[src/rtl/alu8_pkg.sv]
package alu8_pkg;

    localparam int FLAG_W = 8;
    localparam int UPD_W  = 6;

    localparam int F_C = 0;
    localparam int F_Z = 1;
    localparam int F_N = 2;
    localparam int F_V = 3;
    localparam int F_S = 4;
    localparam int F_H = 5;

    typedef enum logic [4:0] {
        OP_ADD  = 5'd0,
        OP_ADC  = 5'd1,
        OP_SUB  = 5'd2,
        OP_SBC  = 5'd3,
        OP_AND  = 5'd4,
        OP_OR   = 5'd5,
        OP_XOR  = 5'd6,
        OP_COM  = 5'd7,
        OP_NEG  = 5'd8,
        OP_INC  = 5'd9,
        OP_DEC  = 5'd10,
        OP_LSL  = 5'd11,
        OP_LSR  = 5'd12,
        OP_ROL  = 5'd13,
        OP_ROR  = 5'd14,
        OP_ASR  = 5'd15,
        OP_SWAP = 5'd16,
        OP_CMP  = 5'd17,
        OP_CMPC = 5'd18
    } alu_op_e;

    // update masks, one bit per flag position 0..5
    localparam logic [UPD_W-1:0] UPD_ALL   = 6'b111111;
    localparam logic [UPD_W-1:0] UPD_ZNVS  = 6'b011110;
    localparam logic [UPD_W-1:0] UPD_ZCNVS = 6'b011111;
    localparam logic [UPD_W-1:0] UPD_NONE  = 6'b000000;

    // Rewrite only the flags selected by upd; S always follows N xor V.
    function automatic logic [FLAG_W-1:0] merge_flags(
        input logic [FLAG_W-1:0] old,
        input logic [UPD_W-1:0]  upd,
        input logic              z,
        input logic              c,
        input logic              n,
        input logic              v,
        input logic              h
    );
        logic [FLAG_W-1:0] nf;
        nf = old;
        if (upd[F_C]) nf[F_C] = c;
        if (upd[F_Z]) nf[F_Z] = z;
        if (upd[F_N]) nf[F_N] = n;
        if (upd[F_V]) nf[F_V] = v;
        if (upd[F_S]) nf[F_S] = n ^ v;
        if (upd[F_H]) nf[F_H] = h;
        return nf;
    endfunction

endpackage

[src/rtl/alu8_arith.sv]
module alu8_arith
    import alu8_pkg::*;
#(
    parameter int W = 8
) (
    input  alu_op_e           op,
    input  logic [W-1:0]      a,
    input  logic [W-1:0]      b,
    input  logic [FLAG_W-1:0] flags_in,
    output logic [W-1:0]      res,
    output logic [FLAG_W-1:0] flags_out
);
    localparam int LO = W / 2;

    logic [W-1:0]  x, y, r;
    logic          cin, sub, chain, v, z;
    logic [W:0]    full;
    logic [LO:0]   low;

    always_comb begin
        x     = a;
        y     = b;
        cin   = 1'b0;
        sub   = 1'b0;
        chain = 1'b0;
        case (op)
            OP_ADC:         cin = flags_in[F_C];
            OP_SUB, OP_CMP: sub = 1'b1;
            OP_SBC, OP_CMPC: begin
                sub   = 1'b1;
                cin   = flags_in[F_C];
                chain = 1'b1;
            end
            OP_NEG: begin
                x   = '0;
                y   = a;
                sub = 1'b1;
            end
            default: ;
        endcase

        if (sub) begin
            full = {1'b0, x} - {1'b0, y} - {{W{1'b0}}, cin};
            low  = {1'b0, x[LO-1:0]} - {1'b0, y[LO-1:0]} - {{LO{1'b0}}, cin};
        end else begin
            full = {1'b0, x} + {1'b0, y} + {{W{1'b0}}, cin};
            low  = {1'b0, x[LO-1:0]} + {1'b0, y[LO-1:0]} + {{LO{1'b0}}, cin};
        end
        r = full[W-1:0];

        if (sub)
            v = (x[W-1] & ~y[W-1] & ~r[W-1]) | (~x[W-1] & y[W-1] & r[W-1]);
        else
            v = (x[W-1] & y[W-1] & ~r[W-1]) | (~x[W-1] & ~y[W-1] & r[W-1]);

        z = (r == '0) & (chain ? flags_in[F_Z] : 1'b1);

        res = ((op == OP_CMP) || (op == OP_CMPC)) ? a : r;
        flags_out = merge_flags(flags_in, UPD_ALL, z, full[W], r[W-1], v, low[LO]);
    end

endmodule

[src/rtl/alu8_logic.sv]
module alu8_logic
    import alu8_pkg::*;
#(
    parameter int W = 8
) (
    input  alu_op_e           op,
    input  logic [W-1:0]      a,
    input  logic [W-1:0]      b,
    input  logic [FLAG_W-1:0] flags_in,
    output logic [W-1:0]      res,
    output logic [FLAG_W-1:0] flags_out
);
    localparam logic [W-1:0] ONE     = {{(W-1){1'b0}}, 1'b1};
    localparam logic [W-1:0] MIN_NEG = {1'b1, {(W-1){1'b0}}};
    localparam logic [W-1:0] MAX_POS = {1'b0, {(W-1){1'b1}}};

    logic [W-1:0]      r;
    logic              v;
    logic [UPD_W-1:0]  upd;

    always_comb begin
        r   = a;
        v   = 1'b0;
        upd = UPD_ZNVS;
        case (op)
            OP_AND: r = a & b;
            OP_OR:  r = a | b;
            OP_XOR: r = a ^ b;
            OP_COM: begin
                r   = ~a;
                upd = UPD_ZCNVS;
            end
            OP_INC: begin
                r = a + ONE;
                v = (r == MIN_NEG);
            end
            OP_DEC: begin
                r = a - ONE;
                v = (r == MAX_POS);
            end
            default: upd = UPD_NONE;
        endcase
        res       = r;
        flags_out = merge_flags(flags_in, upd, (r == '0), 1'b1, r[W-1], v, 1'b0);
    end

endmodule

[src/rtl/alu8_shift.sv]
module alu8_shift
    import alu8_pkg::*;
#(
    parameter int W = 8
) (
    input  alu_op_e           op,
    input  logic [W-1:0]      a,
    input  logic [FLAG_W-1:0] flags_in,
    output logic [W-1:0]      res,
    output logic [FLAG_W-1:0] flags_out
);
    localparam int LO = W / 2;

    logic [W-1:0]      r;
    logic              c;
    logic [UPD_W-1:0]  upd;

    always_comb begin
        r   = a;
        c   = 1'b0;
        upd = UPD_ZCNVS;
        case (op)
            OP_LSL: begin
                r   = {a[W-2:0], 1'b0};
                c   = a[W-1];
                upd = UPD_ALL;
            end
            OP_ROL: begin
                r   = {a[W-2:0], flags_in[F_C]};
                c   = a[W-1];
                upd = UPD_ALL;
            end
            OP_LSR: begin
                r = {1'b0, a[W-1:1]};
                c = a[0];
            end
            OP_ROR: begin
                r = {flags_in[F_C], a[W-1:1]};
                c = a[0];
            end
            OP_ASR: begin
                r = {a[W-1], a[W-1:1]};
                c = a[0];
            end
            OP_SWAP: begin
                r   = {a[LO-1:0], a[W-1:LO]};
                upd = UPD_NONE;
            end
            default: upd = UPD_NONE;
        endcase
        res       = r;
        flags_out = merge_flags(flags_in, upd, (r == '0), c, r[W-1],
                                r[W-1] ^ c, a[LO-1]);
    end

endmodule

[src/rtl/alu8_core.sv]
module alu8_core
    import alu8_pkg::*;
#(
    parameter int W = 8
) (
    input  logic              clk,
    input  logic              rst_n,
    input  logic [4:0]        op_i,
    input  logic [W-1:0]      opa_i,
    input  logic [W-1:0]      opb_i,
    input  logic [FLAG_W-1:0] flags_i,
    output logic [W-1:0]      result_o,
    output logic [FLAG_W-1:0] flags_o
);
    typedef struct packed {
        logic [W-1:0]      res;
        logic [FLAG_W-1:0] flags;
    } alu_state_t;

    alu_op_e           op;
    logic [W-1:0]      ar_res, lg_res, sh_res;
    logic [FLAG_W-1:0] ar_flg, lg_flg, sh_flg;
    alu_state_t        st_d, st_q;

    assign op = alu_op_e'(op_i);

    alu8_arith #(.W(W)) u_arith (
        .op(op), .a(opa_i), .b(opb_i), .flags_in(flags_i),
        .res(ar_res), .flags_out(ar_flg)
    );

    alu8_logic #(.W(W)) u_logic (
        .op(op), .a(opa_i), .b(opb_i), .flags_in(flags_i),
        .res(lg_res), .flags_out(lg_flg)
    );

    alu8_shift #(.W(W)) u_shift (
        .op(op), .a(opa_i), .flags_in(flags_i),
        .res(sh_res), .flags_out(sh_flg)
    );

    always_comb begin
        st_d.res   = opa_i;
        st_d.flags = flags_i;
        case (op)
            OP_ADD, OP_ADC, OP_SUB, OP_SBC, OP_NEG, OP_CMP, OP_CMPC: begin
                st_d.res   = ar_res;
                st_d.flags = ar_flg;
            end
            OP_AND, OP_OR, OP_XOR, OP_COM, OP_INC, OP_DEC: begin
                st_d.res   = lg_res;
                st_d.flags = lg_flg;
            end
            OP_LSL, OP_LSR, OP_ROL, OP_ROR, OP_ASR, OP_SWAP: begin
                st_d.res   = sh_res;
                st_d.flags = sh_flg;
            end
            default: ;
        endcase
    end

    always_ff @(posedge clk or negedge rst_n) begin
        if (!rst_n) st_q <= '0;
        else        st_q <= st_d;
    end

    assign result_o = st_q.res;
    assign flags_o  = st_q.flags;

endmodule

[config.mk]
export PLATFORM = sky130hd
export DESIGN_NAME = alu8_core
export DESIGN_NICKNAME = d
export VERILOG_FILES = /design/src/rtl/alu8_pkg.sv /design/src/rtl/alu8_arith.sv /design/src/rtl/alu8_logic.sv /design/src/rtl/alu8_shift.sv /design/src/rtl/alu8_core.sv
export SDC_FILE = /design/constraint.sdc
export NUM_CORES = 1
export LEC_CHECK = 0
export CAP_MARGIN = 10
export CORE_MARGIN = 2
export CORE_UTILIZATION = 31
export DETAILED_ROUTE_END_ITERATION = 8
export HOLD_SLACK_MARGIN = 0.05
export PLACE_DENSITY = 0.49
export SLEW_MARGIN = 10
export SYNTH_ARGS = -nofsm -noshare
export SYNTH_HDL_FRONTEND = slang
export SYNTH_SLANG_ARGS = --single-unit
[constraint.sdc]
create_clock -name clk -period 1 [get_ports clk]
set_input_delay 0.25 -clock clk [delete_from_list [all_inputs] [get_ports clk]]
set_output_delay 0.25 -clock clk [all_outputs]
set_load 0.005 [all_outputs]
==> results by group, run 1 <==
STA
  – Worst rel slew slack: between 60% and 70%
  – Slew Viols, Final: 0
  – Min Tclk post-route: a little under 3 ns
  – Setup violators final: 14
  – Crit share post-route: 291%
  – Setup tns final: -23.34 ns
  – Unrepaired setup endpoints after global routing: true
  – Least-Margin Pin Slew: 0.543 ns
  – Max Fclk: 343 MHz
  – WHS: 0.337 ns
  – Hold Fails Final Rpt: 0
  – Setup ws final: -1.91 ns

Placed design
  – # port buffers: between 40 and 50
  – Final Wtd Congestion: 0.907
  – Post-DP HPWL: 10900 um
  – Cell Area, Placed: 0.00525 mm^2

Setup path
  – Crit. End Element: flip-flop
  – Critical Path RT: 1.14 ns
  – Startpoint types: primary input
  – Crit Path Class: primary input to flip-flop
  – Signal arrival time at the worst endpoint: 3.05 ns
  – Maximum fanout along the worst path: 8

Logic synthesis
  – #FFs+latches synth: 16
  – EDFF count, synth: 0
  – Top FF cell, synth: dfrtp_1
  – Ys Warns: 0
  – Async S/R FF share, synth: 100%
  – Count of cell types in the netlist: 76
  – Cells after Synth: 461
  – Register area share after synthesis: 11.4%
  – Synthesized area per cell: 7.61 um^2
  – Netlist Area Pre-Place: 0.00351 mm^2
  – Syn_nets: ~540

Detailed routing
  – Total wire length: approximately 14000 um
  – Drt via density: approximately 5.4
  – DRC viols: 0
  – Via count: between 4000 and 5000
  – Initial DRC Count: between 300 and 400
  – Pre-Repair DR Iteration Count: 5
  – ANT nets after route: 0
  – WL/cell: 17.3 um

Global route
  – Global-route wire length before repair: 22200 um
  – Grt ovf: 0
  – Vias in the first global route: approximately 4200
  – Initial antenna violation count: 0
  – GR Util All Layers: 22.1%
  – Largest net degree at the start of global routing: 23

Finish
  – Multi-input gate area: approximately 0.0032 mm^2
  – Commonest cells after routing, fill and taps aside: 153 x buf_4, 35 x ha_1, 34 x inv_1
  – Post-route cell area: 0.00572 mm^2
  – Fraction of layout instances using a drive strength above 1: 43.8%
  – Number of diodes: 0
  – Most common cell after layout, fill and taps aside: buf_4
  – Finished Core Util: 52.3%
  – Final layout net count: between 700 and 800
  – Layout area overhead: 63.1%
  – Fillers: 1092
  – Register Area: 400 um^2

Clocking
  – CTS H-tree depth: 1
  – CTS Buf Count: 3
  – Clock sink total: 16
  – # hold bufs at CTS: 0
  – Root buffer cell: clkbuf_16
  – TritonCTS clock tree: built
  – Max Buffers Root-to-Sink: 2
  – Clk slew on worst S/H paths: 0.05 ns

Floorplan
  – Die W: approximately 110 um
  – Core footprint: 0.0109 mm^2
  – Initial Utilization: between 30% and 40%
  – Die Height: around 110 um
  – Boundary Pins: 47
  – Die area: 0.0122 mm^2
  – Site Rows: 38

Pwr
  – Leak: 2.65 nW
  – Power per Cell Area: 823 mW/mm^2
  – Peak supply drop: 839 uV

Job
  – Max cap viols: 0

Run status
  – Outcome: complete, but fails checks
  – Failing checks: negative setup slack

Hold path
  – Min-Delay Path Class: primary input to asynchronous set/reset pin
## metal layers
layer,up-vias,GRT usage (%),routed length [um]
li1,2076,-,-
met1,2004,30.5,5980
met2,168,36.7,6420
met3,31,2.09,863
met4,0,6.00,395
met5,-,0,0
## worst max-delay path by stage
stage | start | endpoint | slack [ns] | depth (start not counted)
after floorplan | op_i[4] | result_o[7] | -1.96 | 14
after global placement | op_i[4] | flags_o[3] | -2.59 | 13
after detailed placement | op_i[4] | flags_o[1] | -2.60 | 15
after CTS | op_i[4] | result_o[7] | -1.95 | 14
after global routing | op_i[2] | flags_o[1] | -2.15 | 17
final | op_i[0] | flags_o[1] | -1.91 | 14
## flip-flops by register name, indices dropped and copies added (netlist names)
register / flops
flags_o: 8
result_o: 8
## worst max-delay path: stages
cell             delay [ns]
clkdlybuf4s15_2        0.24
nor2_4                 0.23
nand2_8                0.11
buf_8                  0.16
o21ai_4                0.17
ha_4                   0.23
ha_4                   0.30
nand3_2                0.07
a211o_1                0.25
o211ai_1               0.19
and3_1                 0.25
nor2_2                 0.06
o21a_1                 0.19
o41ai_2                0.33
## power breakdown
part / internal, mW / switching, mW
clock network: 0.523 / 0.227
logic: 1.62 / 1.57
registers: 0.747 / 0.0237
total: 2.89 / 1.82
## cell usage after synthesis (3+ instances only)
master / number / share of area [%]
ha_1: 41 / 15
inv_1: 40 / 4.3
nand2_1: 40 / 4.3
a21oi_1: 37 / 5.3
nor2_1: 22 / 2.4
nand3_1: 19 / 2.7
dfrtp_1: 16 / 11
o21ai_0: 16 / 2.3
mux2i_1: 13 / 3.7
xnor2_1: 13 / 3.2
nor3_1: 12 / 1.7
nand4_1: 9 / 1.6
buf_2: 8 / 1.1
buf_4: 8 / 1.7
nor2b_1: 8 / 1.4
a221oi_1: 7 / 1.7
o211ai_1: 7 / 1.5
o21a_1: 7 / 1.5
o21ai_1: 7 / 1.0
o22ai_1: 7 / 1.2
and2_1: 6 / 1.1
buf_6: 6 / 1.9
clkbuf_1: 6 / 0.64
a211o_1: 5 / 1.2
a211oi_1: 5 / 1.1
a221o_1: 5 / 1.4
and3_1: 5 / 0.89
nand2b_1: 5 / 0.89
or3_1: 5 / 0.89
a31oi_1: 4 / 0.71
fa_1: 4 / 2.3
nand3b_1: 4 / 0.86
nor3b_1: 4 / 0.86
o31ai_1: 4 / 0.86
a21o_1: 3 / 0.64
nor4_1: 3 / 0.53
o221ai_1: 3 / 0.75
xor2_1: 3 / 0.75
## cells by family after synthesis
logic type      after synthesis  synth area share (%)
fa+ha+maj                    45                  16.9
xor+xnor                     17                  4.46
simple gates                159                  25.0
buf+inv                      70                  9.91
flops                        16                  11.4
mux                          16                  5.31
compound gates              138                  27.1
## stage by stage
stage,cells,setup WS (ns),total power [mW]
2_1_floorplan,461,-1.96,2.25
3_3_place_gp,768,-2.59,3.59
3_5_place_dp,768,-2.60,3.61
4_1_cts,780,-1.95,4.51
5_1_grt,788,-2.15,5.04
6_report,788,-1.91,4.71
## area by class of cell
| cell class | instances | area share (%) |
|---|---|---|
| Multi-Input combinational cell | 375 | 56.1 |
| Timing Repair Buffer | 212 | 29.8 |
| Sequential cell | 16 | 7.00 |
| Tap cell | 140 | 3.06 |
| Inverter | 42 | 2.78 |
| Clock buffer | 3 | 1.31 |
## what timing repair did
item / CTS / global route
pin swaps: 34 / 45
resized for setup: 139 / 43
buffers inserted: 14 / 10
endpoints found under the setup margin: 30 / 17
endpoints found under the hold margin: 0 / 0
No activity file was read; power rests on OpenSTA's default activity.
==> run 2: changes to the inputs <==
- CORE_ASPECT_RATIO: unset -> 1.75
==> run 2 against run 1 <==
The flow still finishes with violations (negative setup slack). Critical endpoint is now result_o[7]. First-iteration DRC count decreased by 31%. Hold slack got worse by 0.0062 ns. Largest power group unchanged. Critical path depth unchanged. Sequential power about the same. Maximum frequency increased by 0.34%. Die area increased by 0.27%. Final cell count decreased by 0.63%. Combinational power increased by 2%. Global-route usage increased by 2.2 points. Sequential share of layout area decreased by 0.10 points. Non-clock buffer count increased by 2. Sequential cell count unchanged.
==> results by group, run 2 (synthesis results as in run 1) <==
Run status
  – Outcome: complete, but fails checks
  – Failing checks: negative setup slack

Floorplan
  – Boundary Pins: 47
  – Core footprint: 0.0111 mm^2
  – Die area: ~0.012 mm^2
  – Initial Utilization: 31.6%
  – Site Rows: 51
  – Die W: 84.4 um
  – Die Height: 145 um

Clocking
  – Max Buffers Root-to-Sink: 2
  – Root buffer cell: clkbuf_16
  – CTS Buf Count: 3
  – # hold bufs at CTS: 0
  – Clk slew on worst S/H paths: approximately 0.05 ns
  – Clock sink total: 16
  – CTS H-tree depth: 1
  – TritonCTS clock tree: built

Detailed routing
  – ANT nets after route: 0
  – Initial DRC Count: 210
  – WL/cell: 19.0 um
  – DRC viols: 0
  – Pre-Repair DR Iteration Count: 5
  – Total wire length: 14900 um
  – Drt via density: ~5.5
  – Via count: 4301

Finish
  – Commonest cells after routing, fill and taps aside: 157 x buf_4, 36 x inv_1, 31 x nand2_1
  – Post-route cell area: 0.00581 mm^2
  – Layout area overhead: 65.5%
  – Fraction of layout instances using a drive strength above 1: ~45%
  – Number of diodes: 0
  – Final layout net count: 728
  – Multi-input gate area: 0.00330 mm^2
  – Most common cell after layout, fill and taps aside: buf_4
  – Fillers: 1118
  – Register Area: 400 um^2
  – Finished Core Util: 52.3%
  – Layout Cells excl Fill: slightly below 800

Setup path
  – Maximum fanout along the worst path: 5
  – Critical Path RT: 1.13 ns
  – Crit Path Class: primary input to flip-flop
  – Signal arrival time at the worst endpoint: ~3 ns
  – Startpoint types: primary input
  – Crit. End Element: flip-flop

STA
  – Min Tclk post-route: 2.90 ns
  – Slew Viols, Final: 0
  – Least-Margin Pin Slew: between 0.6 and 0.7 ns
  – Setup violators final: 15
  – Unrepaired setup endpoints after global routing: true
  – Setup tns final: -22.62 ns
  – Setup ws final: -1.90 ns
  – WHS: 0.331 ns
  – Crit share post-route: 290%
  – Worst rel slew slack: 53.9%
  – Max Fclk: 344 MHz
  – Hold Fails Final Rpt: 0

Placed design
  – Final Wtd Congestion: 0.943
  – Cell Area, Placed: 0.00532 mm^2
  – # port buffers: 46
  – DP Cell Count: 770
  – Post-DP HPWL: 12200 um
  – Pre-CTS WS: -2.64 ns

Job
  – Max cap viols: 0

Global route
  – Met2 GRT Util: between 40% and 50%
  – Grt ovf: 0
  – Largest net degree at the start of global routing: 18
  – GR Layer Usage met3: 1.53%
  – Vias in the first global route: about 4400
  – Gr busiest metal: met2
  – Met1 GRT Util: 25.3%
  – Global-route wire length before repair: 22900 um
  – Initial antenna violation count: 0
  – GR Util All Layers: between 20% and 30%

Pwr
  – Comb pwr share: 66.4%
  – Power per Cell Area: 840 mW/mm^2
  – Leak: 2.64 nW
  – NetSw: about 1.9 mW
  – Peak supply drop: 856 uV
  – Sequential share of power: 15.8%
  – Switching Share: a little under 40%
  – Power share of the clock group: between 10% and 20%
  – Pwr Total: around 4.9 mW
  – Cell-internal power: between 2 and 3 mW

Hold path
  – Min-Delay Path Class: primary input to asynchronous set/reset pin
[run 2: changes by cell type in the layout (fill, tap and decap cells not counted), moves of 3 or more]
cell     change
a21oi_2      +4
buf_4        +4
a21oi_1      -4
ha_1         -5
ha_4         +5
o21ai_2      -3
[run 2: per-layer routing]
layer | share of wire [%] | wire length, um | vias to the layer above
met2 | 53 | 7890 | 134
met3 | 3.7 | 550 | 44
met4 | 8.0 | 1190 | 0
li1 | - | - | 2074
met5 | 0 | 0 | -
met1 | 35 | 5290 | 2049
[run 2: worst paths after layout]
kind | to | depth (start not counted) | slack [ns] | startpoint
max | result_o[7] | 14 | -1.90 | op_i[2]
min | result_o[0] | 2 | 0.33 | rst_n
max in group asynchronous | flags_o[1] | 2 | 0.55 | rst_n
min in group clk | flags_o[6] | 1 | 0.44 | flags_i[6]
[run 2: power groups by stage]
stage / logic (mW) / registers [mW] / clock network (mW)
after detailed placement: 2.85 / 0.787 / 0
after CTS: 3.00 / 0.773 / 0.879
final: 3.24 / 0.771 / 0.867
after global routing: 3.51 / 0.783 / 0.903
after floorplan: 1.45 / 0.798 / 0
after global placement: 2.82 / 0.786 / 0
[run 2: layout make-up]
type | count | share of cell area, %
repair buffers | 214 | 29.2
flip-flops and latches | 16 | 6.90
multi-input cells | 375 | 56.8
inverters | 42 | 2.74
well taps | 132 | 2.84
clock buffers | 4 | 1.53
[run 2: worst max-delay path: stages]
cell and delay [ns]:
buf_6 0.10, nor3b_4 0.22, buf_12 0.15, nand2_8 0.07
mux2i_4 0.20, fa_2 0.39, ha_4 0.29, nand3_2 0.05
a211o_1 0.24, o211ai_1 0.21, and3_4 0.31, nor2_4 0.05
o21a_1 0.21, a221o_1 0.29
[run 2: what timing repair did]
action,in CTS,in global routing
setup endpoints to repair,30,20
pin swaps,22,32
setup buffers,8,4
gates resized for setup,138,47
==> run 3: changes to the inputs <==
- CORE_MARGIN: 2 -> 1.5
==> run 3 against run 2 <==
The run still ends with negative setup slack left. Maximum frequency shrank 0.52%. Total power shrank 4.2%. Non-clock buffer count grew 8. Via count is essentially flat. Sequential share of layout area grew 0.068 points. Critical path type unchanged.
==> results by group, run 3 (synthesis results as in run 1) <==
STA
  – Crit share post-route: 292%
  – Unrepaired setup endpoints after global routing: true
  – Slew Viols, Final: 0
  – Setup ws final: -1.92 ns
  – Worst rel slew slack: just under 70%
  – Min Tclk post-route: 2.92 ns
  – Setup violators final: 15
  – Max Fclk: 343 MHz
  – Hold Fails Final Rpt: 0
  – Least-Margin Pin Slew: 0.457 ns

Pwr
  – NetSw: 1.81 mW
  – Power per Cell Area: 813 mW/mm^2
  – Cell-internal power: 2.86 mW
  – Peak supply drop: 942 uV
  – Power share of the clock group: approximately 17%
  – Leak: 2.66 nW
  – Comb pwr share: between 60% and 70%
  – Switching Share: 38.8%
  – Sequential share of power: 16.5%

Clocking
  – CTS Buf Count: 3
  – TritonCTS clock tree: built
  – Clk slew on worst S/H paths: about 0.05 ns
  – Clock sink total: 16
  – Root buffer cell: clkbuf_16
  – CTS H-tree depth: 1
  – Max Buffers Root-to-Sink: 2

Detailed routing
  – Pre-Repair DR Iteration Count: 5
  – Initial DRC Count: 268
  – DRC viols: 0
  – Drt via density: 5.45
  – Total wire length: 14700 um
  – WL/cell: 18.6 um
  – ANT nets after route: 0
  – Via count: around 4300

Finish
  – Multi-input gate area: 0.00318 mm^2
  – Fraction of layout instances using a drive strength above 1: 43.9%
  – Number of diodes: 0
  – Most common cell after layout, fill and taps aside: buf_4
  – Final layout net count: 736
  – Post-route cell area: ~0.0058 mm^2
  – Register Area: approximately 400 um^2
  – Layout Cells excl Fill: 790
  – Commonest cells after routing, fill and taps aside: 164 x buf_4, 36 x inv_1, 33 x nand2_1
  – Layout area overhead: 63.9%
  – Fillers: between 1000 and 1500

Global route
  – Global-route wire length before repair: approximately 23000 um
  – Vias in the first global route: 4304
  – GR Util All Layers: 24.2%
  – Grt ovf: 0
  – Largest net degree at the start of global routing: 25
  – Initial antenna violation count: 0

Floorplan
  – Initial Utilization: 31.6%
  – Die Height: between 100 and 150 um
  – Die W: 83.4 um
  – Core footprint: 0.0111 mm^2
  – Boundary Pins: 47
  – Site Rows: 51
  – Die area: 0.0120 mm^2

Placed design
  – Final Wtd Congestion: 0.933
  – DP Cell Count: a little under 800
  – Cell Area, Placed: 0.00535 mm^2
  – Post-DP HPWL: 12000 um
  – Pre-CTS WS: -2.57 ns
  – # port buffers: 46

Job
  – Max cap viols: 0

Setup path
  – Crit Path Class: primary input to flip-flop
  – Signal arrival time at the worst endpoint: 3.05 ns
  – Startpoint types: primary input
  – Crit. End Element: flip-flop
  – Maximum fanout along the worst path: 6
  – Critical Path RT: 1.13 ns

Hold path
  – Min-Delay Path Class: primary input to asynchronous set/reset pin

Run status
  – Outcome: complete, but fails checks
  – Failing checks: negative setup slack
run 3: area by class of cell:
| cell class | count | share of cell area [%] |
|---|---|---|
| inverters | 42 | 2.79 |
| clock buffers | 3 | 1.31 |
| multi-input cells | 375 | 55.3 |
| repair buffers | 222 | 30.8 |
| flip-flops and latches | 16 | 6.96 |
| well taps | 132 | 2.87 |
run 3: layer usage:
metal	up-vias	track usage, %	wire (um)
met3	43	0.747	437
met5	-	0	0
li1	2092	-	-
met4	0	15.0	1260
met1	2042	25.7	5530
met2	125	46.9	7460
run 3: repair_timing:
action	in CTS	in global routing
hold buffers	0	0
cloned	0	0
resized for setup	123	41
pin swaps	25	45
endpoints found under the setup margin	30	18
setup buffers	10	6
run 3: how the worst max path moves through the flow:
stage                        from           to  slack (ns)
final                     op_i[2]   flags_o[3]       -1.92
after floorplan           op_i[4]  result_o[7]       -1.96
after global placement    op_i[3]  result_o[6]       -2.56
after detailed placement  op_i[4]   flags_o[3]       -2.57
after CTS                 op_i[4]   flags_o[3]       -2.03
after global routing      op_i[2]   flags_o[3]       -2.07
run 3: power groups by stage:
stage | Combinational, mW | Sequential [mW] | Clock [mW]
detailed placement | 2.83 | 0.787 | 0
global route | 3.39 | 0.783 | 0.805
floorplan | 1.45 | 0.798 | 0
finish | 3.13 | 0.772 | 0.773
CTS | 2.96 | 0.773 | 0.787
global placement | 2.80 | 0.786 | 0
run 3: worst max-delay path, stage by stage:
cell and delay [ns]:
buf_8 0.10, nor3b_4 0.23, buf_12 0.15, nand2_8 0.09, mux2i_4 0.22, fa_2 0.39, ha_4 0.29, nand3_2 0.06
a211o_1 0.26, o211ai_1 0.19, a21oi_2 0.12, buf_4 0.16, nor4_4 0.25, nor2_1 0.08, a31o_1 0.22
run 3: per-stage QoR:
step	power [mW]	utilization, %	hold slack [ns]	TNS (ns)
final	4.67	51.8	0.340	-23.69
after global routing	4.98	51.8	0.354	-25.58
after CTS	4.51	50.2	0.345	-24.01
after detailed placement	3.62	48.2	0.600	-33.27
after global placement	3.59	48.2	0.602	-32.88
after floorplan	2.25	-	-0.0456	-23.26
